==> src/rtl/intc_pkg.sv <==
package intc_pkg;

  typedef enum logic [1:0] {
    STEP_RUN  = 2'd0,
    STEP_BASE = 2'd1,
    STEP_SKIP = 2'd2,
    STEP_MODE = 2'd3
  } init_step_e;

  typedef struct packed {
    logic       init;
    logic       rdctl;
    logic       cmd;
    logic       data;
    logic       rd;
    logic [2:0] code;
  } bus_op_t;

endpackage

==> src/rtl/intc_prio_resolve.sv <==
module intc_prio_resolve #(
  parameter int N_LINES = 8,
  localparam int LW = $clog2(N_LINES),
  localparam int PW = LW + 1
) (
  input  logic [N_LINES-1:0] mask,
  input  logic [LW-1:0]      base,
  output logic               found,
  output logic [PW-1:0]      prio,
  output logic [LW-1:0]      line
);

  always_comb begin
    logic [LW-1:0] idx;
    found = 1'b0;
    prio  = PW'(N_LINES);
    line  = '0;
    for (int p = N_LINES - 1; p >= 0; p--) begin
      idx = base + LW'(p);
      if (mask[idx]) begin
        found = 1'b1;
        prio  = PW'(p);
        line  = idx;
      end
    end
  end

endmodule

==> src/rtl/intc_wr_decode.sv <==
module intc_wr_decode
  import intc_pkg::*;
#(
  parameter int DW = 8
) (
  input  logic          wr_stb,
  input  logic          rd_stb,
  input  logic          ack_stb,
  input  logic          port_sel,
  input  logic [DW-1:0] wdata,
  output bus_op_t       op
);

  logic wr_ok;
  logic cmd_wr;

  assign wr_ok  = wr_stb && !ack_stb;
  assign cmd_wr = wr_ok && !port_sel;

  always_comb begin
    op       = '0;
    op.init  = cmd_wr && wdata[4];
    op.rdctl = cmd_wr && !wdata[4] && wdata[3];
    op.cmd   = cmd_wr && !wdata[4] && !wdata[3];
    op.data  = wr_ok && port_sel;
    op.rd    = rd_stb && !wr_stb && !ack_stb;
    op.code  = wdata[7:5];
  end

endmodule

==> src/rtl/intc_cmd_ack_unit.sv <==
module intc_cmd_ack_unit
  import intc_pkg::*;
#(
  parameter int N_LINES   = 8,
  parameter int DW        = 8,
  parameter int CASC_LINE = 2
) (
  input  logic               clk,
  input  logic               rst,
  input  logic               wr_stb,
  input  logic               rd_stb,
  input  logic               port_sel,
  input  logic [DW-1:0]      wdata,
  output logic [DW-1:0]      rdata_o,
  input  logic [N_LINES-1:0] pend_i,
  output logic [N_LINES-1:0] pend_clr_o,
  input  logic               ack_stb,
  output logic [DW-1:0]      vec_o,
  output logic               int_req_o
);

  localparam int LW  = $clog2(N_LINES);
  localparam int PW  = LW + 1;
  localparam int VBW = DW - LW;
  localparam int NRES = 3;  // 0: request, 1: current level, 2: plain in-service

  logic [N_LINES-1:0] imr_q, isr_q;
  logic [LW-1:0]      base_q;
  logic [VBW-1:0]     vbase_q;
  init_step_e         step_q;
  logic               need_mode_q, rsel_q, poll_q, smm_q, snm_q, aeoi_q, rae_q;

  bus_op_t op;

  intc_wr_decode #(.DW(DW)) u_dec (
    .wr_stb  (wr_stb),
    .rd_stb  (rd_stb),
    .ack_stb (ack_stb),
    .port_sel(port_sel),
    .wdata   (wdata),
    .op      (op)
  );

  logic [N_LINES-1:0] res_mask  [NRES];
  logic               res_found [NRES];
  logic [PW-1:0]      res_prio  [NRES];
  logic [LW-1:0]      res_line  [NRES];
  logic [N_LINES-1:0] casc_bit;

  assign casc_bit = N_LINES'(1) << CASC_LINE;

  always_comb begin
    res_mask[0] = pend_i & ~imr_q;
    res_mask[1] = isr_q & ~(smm_q ? imr_q : '0) & ~(snm_q ? casc_bit : '0);
    res_mask[2] = isr_q;
  end

  for (genvar g = 0; g < NRES; g++) begin : g_res
    intc_prio_resolve #(.N_LINES(N_LINES)) u_res (
      .mask (res_mask[g]),
      .base (base_q),
      .found(res_found[g]),
      .prio (res_prio[g]),
      .line (res_line[g])
    );
  end

  logic          req_valid;
  logic [LW-1:0] req_line;
  logic [LW-1:0] wr_line;

  assign req_valid = res_found[0] && (res_prio[0] < res_prio[1]);
  assign req_line  = res_line[0];
  assign wr_line   = wdata[LW-1:0];

  always_ff @(posedge clk) begin
    if (rst) begin
      imr_q       <= '0;
      isr_q       <= '0;
      base_q      <= '0;
      vbase_q     <= '0;
      step_q      <= STEP_RUN;
      need_mode_q <= 1'b0;
      rsel_q      <= 1'b0;
      poll_q      <= 1'b0;
      smm_q       <= 1'b0;
      snm_q       <= 1'b0;
      aeoi_q      <= 1'b0;
      rae_q       <= 1'b0;
      rdata_o     <= '0;
      vec_o       <= '0;
      pend_clr_o  <= '0;
      int_req_o   <= 1'b0;
    end else begin
      pend_clr_o <= '0;
      int_req_o  <= (step_q == STEP_RUN) && !op.init && req_valid;
      if (ack_stb) begin
        if (req_valid) begin
          vec_o      <= {vbase_q, req_line};
          pend_clr_o <= N_LINES'(1) << req_line;
          if (aeoi_q) begin
            if (rae_q) base_q <= req_line + LW'(1);
          end else begin
            isr_q[req_line] <= 1'b1;
          end
        end else begin
          vec_o <= {vbase_q, {LW{1'b1}}};
        end
      end else if (op.init) begin
        imr_q       <= '0;
        isr_q       <= '0;
        base_q      <= '0;
        vbase_q     <= '0;
        rsel_q      <= 1'b0;
        poll_q      <= 1'b0;
        smm_q       <= 1'b0;
        snm_q       <= 1'b0;
        aeoi_q      <= 1'b0;
        rae_q       <= 1'b0;
        step_q      <= STEP_BASE;
        need_mode_q <= wdata[0];
      end else if (op.rdctl) begin
        if (wdata[2]) poll_q <= 1'b1;
        if (wdata[1]) rsel_q <= wdata[0];
        if (wdata[6]) smm_q  <= wdata[5];
      end else if (op.cmd) begin
        case (op.code)
          3'd0, 3'd4: rae_q <= op.code[2];
          3'd1, 3'd5: begin
            if (res_found[2]) begin
              isr_q[res_line[2]] <= 1'b0;
              if (op.code[2]) base_q <= res_line[2] + LW'(1);
            end
          end
          3'd3: isr_q[wr_line] <= 1'b0;
          3'd6: base_q <= wr_line + LW'(1);
          3'd7: begin
            isr_q[wr_line] <= 1'b0;
            base_q         <= wr_line + LW'(1);
          end
          default: ;
        endcase
      end else if (op.data) begin
        case (step_q)
          STEP_RUN:  imr_q <= wdata[N_LINES-1:0];
          STEP_BASE: begin
            vbase_q <= wdata[DW-1:LW];
            step_q  <= STEP_SKIP;
          end
          STEP_SKIP: step_q <= need_mode_q ? STEP_MODE : STEP_RUN;
          default: begin
            snm_q  <= wdata[4];
            aeoi_q <= wdata[1];
            step_q <= STEP_RUN;
          end
        endcase
      end else if (op.rd) begin
        if (poll_q) begin
          poll_q <= 1'b0;
          if (req_valid) begin
            rdata_o         <= DW'(req_line);
            isr_q[req_line] <= 1'b0;
            pend_clr_o      <= N_LINES'(1) << req_line;
          end else begin
            rdata_o <= DW'(N_LINES - 1);
          end
        end else if (port_sel) begin
          rdata_o <= DW'(imr_q);
        end else begin
          rdata_o <= DW'(rsel_q ? isr_q : pend_i);
        end
      end
    end
  end

  AST_INIT_REQ_LOW: assert property (@(posedge clk) disable iff (rst)
    (step_q != STEP_RUN) |=> !int_req_o);
  AST_ACK_SETS_ISR: assert property (@(posedge clk) disable iff (rst)
    (ack_stb && req_valid && !aeoi_q) |=> isr_q[$past(req_line)]);
  AST_SPURIOUS_VEC: assert property (@(posedge clk) disable iff (rst)
    (ack_stb && !req_valid) |=> (vec_o[LW-1:0] == {LW{1'b1}}) && (pend_clr_o == '0));
  AST_CLR_ONEHOT: assert property (@(posedge clk) disable iff (rst)
    $onehot0(pend_clr_o));
  AST_AEOI_KEEPS_ISR: assert property (@(posedge clk) disable iff (rst)
    (ack_stb && aeoi_q) |=> $stable(isr_q));
  AST_POLL_DISARMS: assert property (@(posedge clk) disable iff (rst)
    (op.rd && poll_q) |=> !poll_q);
  AST_PLAIN_READ_PURE: assert property (@(posedge clk) disable iff (rst)
    (op.rd && !poll_q) |=> ($stable(isr_q) && $stable(imr_q) && $stable(base_q)));

endmodule

==> config.mk <==
export PLATFORM = sky130hd
export DESIGN_NAME = intc_cmd_ack_unit
export DESIGN_NICKNAME = d
export VERILOG_FILES = /design/src/rtl/intc_pkg.sv /design/src/rtl/intc_prio_resolve.sv /design/src/rtl/intc_wr_decode.sv /design/src/rtl/intc_cmd_ack_unit.sv
export SDC_FILE = /design/constraint.sdc
export NUM_CORES = 1
export LEC_CHECK = 0
export BUFFER_PORTS_ARGS = -buffer_cell sky130_fd_sc_hd__clkbuf_2
export CAP_MARGIN = 25
export CORE_MARGIN = 5
export CORE_UTILIZATION = 35
export CTS_BUF_LIST = sky130_fd_sc_hd__clkbuf_4 sky130_fd_sc_hd__clkbuf_8
export CTS_CLUSTER_SIZE = 14
export DETAILED_ROUTE_END_ITERATION = 8
export PLACE_DENSITY = 0.63
export SYNTH_ARGS = -nofsm -noshare
export SYNTH_HDL_FRONTEND = slang
export SYNTH_SLANG_ARGS = --single-unit
export TNS_END_PERCENT = 10
==> constraint.sdc <==
create_clock -name clk -period 5.4 [get_ports clk]
set_clock_uncertainty 0.2 [all_clocks]
set_input_delay 0.81 -clock clk [delete_from_list [all_inputs] [get_ports clk]]
set_output_delay 0.81 -clock clk [all_outputs]
set_load 0.05 [all_outputs]
==> results by stage <==
Status:
- The flow ran to the end, and the final reports show no timing, DRC or antenna violations.

Worst setup path:
- The worst path required time is 5.45 ns.
- The highest fanout seen on the critical path is 16.
- By startpoint and endpoint, the worst setup path is classified as reg2reg.
- The category of the worst setup path launch point is a flop.
- The endpoint arrival time on the critical path is 4.93 ns.
- STA classifies the critical path endpoint as a flop.

Layout:
- The area growth from synthesis to layout is 12.5%.
- The share of cells above drive strength 1 is 19.3%.
- The count of inserted antenna diode cells is 0.
- Summing all flip-flop and latch instances after layout gives 1160 um2.
- The final layout net count is 757.
- In the final layout, the multi-input gates occupy 4090 um2.
- Fill cells in the final layout number 1644.
- The final cell area excluding filler cells is 6290 um2.

STA:
- The achievable frequency is 205 MHz.
- The final hold slack is 0.265 ns.
- The setup-violating endpoint count in the final report is 0.
- The number of hold violations in the final report is 0.
- The shortest clock period the worst path allows after layout is 4.88 ns.
- The transition time at the pin with the least slew margin is 0.833 ns.
- The count of pins over their slew limit is 0.
- Adding up every negative setup slack in the final design gives 0 ns.
- Setup repair after global routing left no endpoint under its margin.
- Of the available clock period, the critical path in the final layout requires 90.4%.
- The worst-case headroom to the max-slew limit is 44.5%.

Logic synthesis:
- By area the synthesized netlist is led by dfxtp_1, mux4_2, mux2i_1.
- The async set-or-reset flop fraction in the synthesized netlist is 0%.
- The synthesized instance count is 684.
- The Yosys step of the flow raised 0 warnings.
- After synthesis, flip-flops and latches occupy 20.8% of the total area.
- nor2_1 is the most common cell in the netlist.
- The post-synthesis instance area is 5590 um2.
- The synthesis-stage register bit count is 58.
- The per-instance average area after synthesis is 8.18 um2.
- The cell accounting for the most synthesized area is dfxtp_1.
- Yosys mapped the design onto 82 distinct sky130hd cell types.
- By count the netlist is led by nor2_1, dfxtp_1, nand2_1.
- The area share of the leading cell type in the synthesized netlist is 20.8%.
- The most used flip-flop cell after synthesis is dfxtp_1.
- The net count after synthesis is 722.
- The synthesized design contains 0 enable-type register cells.

Power and ir drop:
- The fraction of power consumed by combinational cells is 53.3%.
- In this run the power density over the cells is 324 nW/um2.
- The internal power of the cells totals 1.13 mW.
- IR analysis of the VDD net gives a maximum drop of 185 uV.
- The switching power is 0.904 mW.
- Net switching is 44.4% of the power.
- The clock network power share is 22.7%.
- Per report_power, the sequential group accounts for 24.0% of the total.
- The analysis attributes to cell leakage a power of 2.48 nW.

Global route:
- The global-route wire length before repair is 28400 um.
- Entering global routing, the biggest net connects 39 pins.
- The total global-route track usage is 19.5%.
- The remaining global-route overflow is 0.
- In the global route stage, met1 resource usage came out at 25.9%.
- The global routing's busiest layer is met2.
- The number of antenna violations at the first check in global routing is 0.
- The via count of the first global-routing pass is 5216.
- For met3 alone, demand over resource in global routing was 3.55%.
- The met2 global-route usage is 31.1%.

Clocking:
- After clock tree synthesis, the setup repair step added 0 buffers.
- The master cell of the clock root buffer is clkbuf_8.
- The post-cts sizing count is 0.
- The number of buffers inserted by hold repair at cts is 0.
- The clock buffer count from CTS is 9.
- Counting every sink on the clock net gives 58.
- Clock latency on the worst-skew pair, taken at its later pin, is 0.35 ns.
- The maximum level of the CTS H-tree is 3.
- TritonCTS built the clock tree.
- The clock passes through at most 2 buffers.
- The clock-pin slew reported for the worst setup and hold paths after clock tree synthesis is 0.07 ns.

Detailed routing:
- After detailed routing, the total wire length is 17900 um.
- The total via count in the routed design is 5577.
- The number of antenna-violating nets in the routed design is 0.
- For this run, design rule violations remaining after detail routing come to 0.
- The average wire per standard cell is 19.0 um.
- The number of detailed-routing iterations run before antenna repair is 5.
- Dividing the detail-routed via count by the number of cells gives 5.93.
- For this block, the initial DRC count from the detailed router was 515.

Worst hold path:
- The classification of the worst-slack hold path is reg2reg.

Run:
- Max-cap violations in this run came to 0.

Die:
- The die span in y is 136 um.
- The total I/O pin count is 47.
- The floorplan step defined a die boundary enclosing 18600 um2.
- The core area is 15800 um2.
- The initial utilization of the core area, before any placement, comes to 35.5%.
- The number of placement rows is 46.
- The width of the chip is 136 um.

Place:
- The count of input and output buffers is 46.
- The placed instances occupy a cell area of 6060 um2.
- The post-detailed-placement half-perimeter wirelength is 13600 um.
- At the end of routability-driven placement, the weighted congestion stood at 0.898.
-- worst max-delay path, stage by stage, from the launching register on --
cell and delay [ns]:
dfxtp_2 0.40, inv_4 0.13, ha_1 0.38, xnor2_2 0.55, mux4_2 0.66, nor4_1 0.29, ha_1 0.29, a21o_1 0.15
a21oi_1 0.21, nand2b_1 0.08, a31o_1 0.21, a211o_1 0.36, a211oi_4 0.44, nand2_2 0.14, o311ai_2 0.27
-- layer usage --
metal	vias to the layer above	part of all wire, %
li1	2673	-
met1	2640	44
met2	213	46
met3	51	6.3
met4	0	3.8
met5	-	0
-- per-stage QoR --
step | std cells | power, mW | setup slack (ns) | utilization, %
after floorplan | 684 | 1.29 | 0.374 | -
after global placement | 924 | 1.56 | 0.473 | 38.4
after detailed placement | 924 | 1.56 | 0.376 | 38.4
after CTS | 940 | 2.03 | 0.536 | 39.9
after global routing | 940 | 2.17 | 0.222 | 39.9
final | 940 | 2.04 | 0.521 | 39.9
-- state kept, by name, summed over array words and instances, names as in the netlist --
name and flops:
need_mode_q 1, aeoi_q 1, int_req_o 1, snm_q 1, imr_q 8, smm_q 1, pend_clr_o 8, rae_q 1
base_q 3, rsel_q 1, vbase_q 5, step_q 2, isr_q 8, vec_o 8, poll_q 1, rdata_o 8
-- power by group through the flow --
stage,Sequential (mW),Combinational (mW),Clock [mW]
2_1_floorplan,0.548,0.741,0
3_3_place_gp,0.497,1.07,0
3_5_place_dp,0.498,1.06,0
4_1_cts,0.489,1.07,0.474
5_1_grt,0.492,1.18,0.495
6_report,0.489,1.08,0.462
-- logic make-up after synthesis --
family,Yosys count,synth area share [%]
AOI/OAI and AO/OA,201,26.8
xor gates and xnor gates,7,1.50
adders and majority gates,16,3.58
buffers and inverters,76,6.08
DFF,58,20.8
muxes,79,19.3
and+or+nand+nor,247,22.0
-- cell type report --
| cell class | instances | area share, % |
|---|---|---|
| Multi-Input combinational cell | 550 | 65.0 |
| Sequential cell | 58 | 18.5 |
| Timing Repair Buffer | 72 | 6.76 |
| Tap cell | 216 | 4.30 |
| Clock buffer | 12 | 2.53 |
| Inverter | 28 | 1.71 |
| Clock inverter | 4 | 1.17 |
-- path summary, 6_finish.rpt --
path | slack [ns] | to | depth (start not counted) | start
setup / recovery | 0.52 | isr_q[1] | 14 | base_q[0]
hold / removal | 0.26 | vbase_q[4] | 2 | vbase_q[4]
setup reg to reg | 0.52 | isr_q[1] | 14 | base_q[0]
hold reg to reg | 0.26 | vbase_q[4] | 2 | vbase_q[4]
-- cells in the final DEF, fill, tap and decap left out, drive strengths merged, types with 4 or more instances in the layout --
cell type / netlist / final
nand2: 58 / 58
a31oi: 8 / 8
nor3: 14 / 14
o211ai: 6 / 6
nand2b: 16 / 16
or2: 5 / 5
mux2i: 47 / 47
nor2: 74 / 74
o22ai: 4 / 4
a41oi: 4 / 4
nand3: 17 / 17
o31ai: 5 / 5
o21ai: 33 / 33
nor4b: 5 / 5
a221oi: 9 / 9
mux2: 10 / 10
a21boi: 6 / 6
and3: 9 / 9
a211oi: 13 / 13
a21oi: 36 / 36
buf: 20 / 26
dfxtp: 58 / 58
nand4: 7 / 7
a22oi: 23 / 23
nor4: 6 / 6
xnor2: 4 / 4
o221ai: 7 / 7
a21o: 5 / 5
nor4bb: 5 / 5
and2: 7 / 7
nor2b: 14 / 14
mux4: 22 / 22
inv: 27 / 27
a22o: 4 / 4
or3: 4 / 4
a311oi: 4 / 4
clkbuf: 28 / 58
a211o: 8 / 8
ha: 16 / 16
No activity file was read; power rests on OpenSTA's default activity.
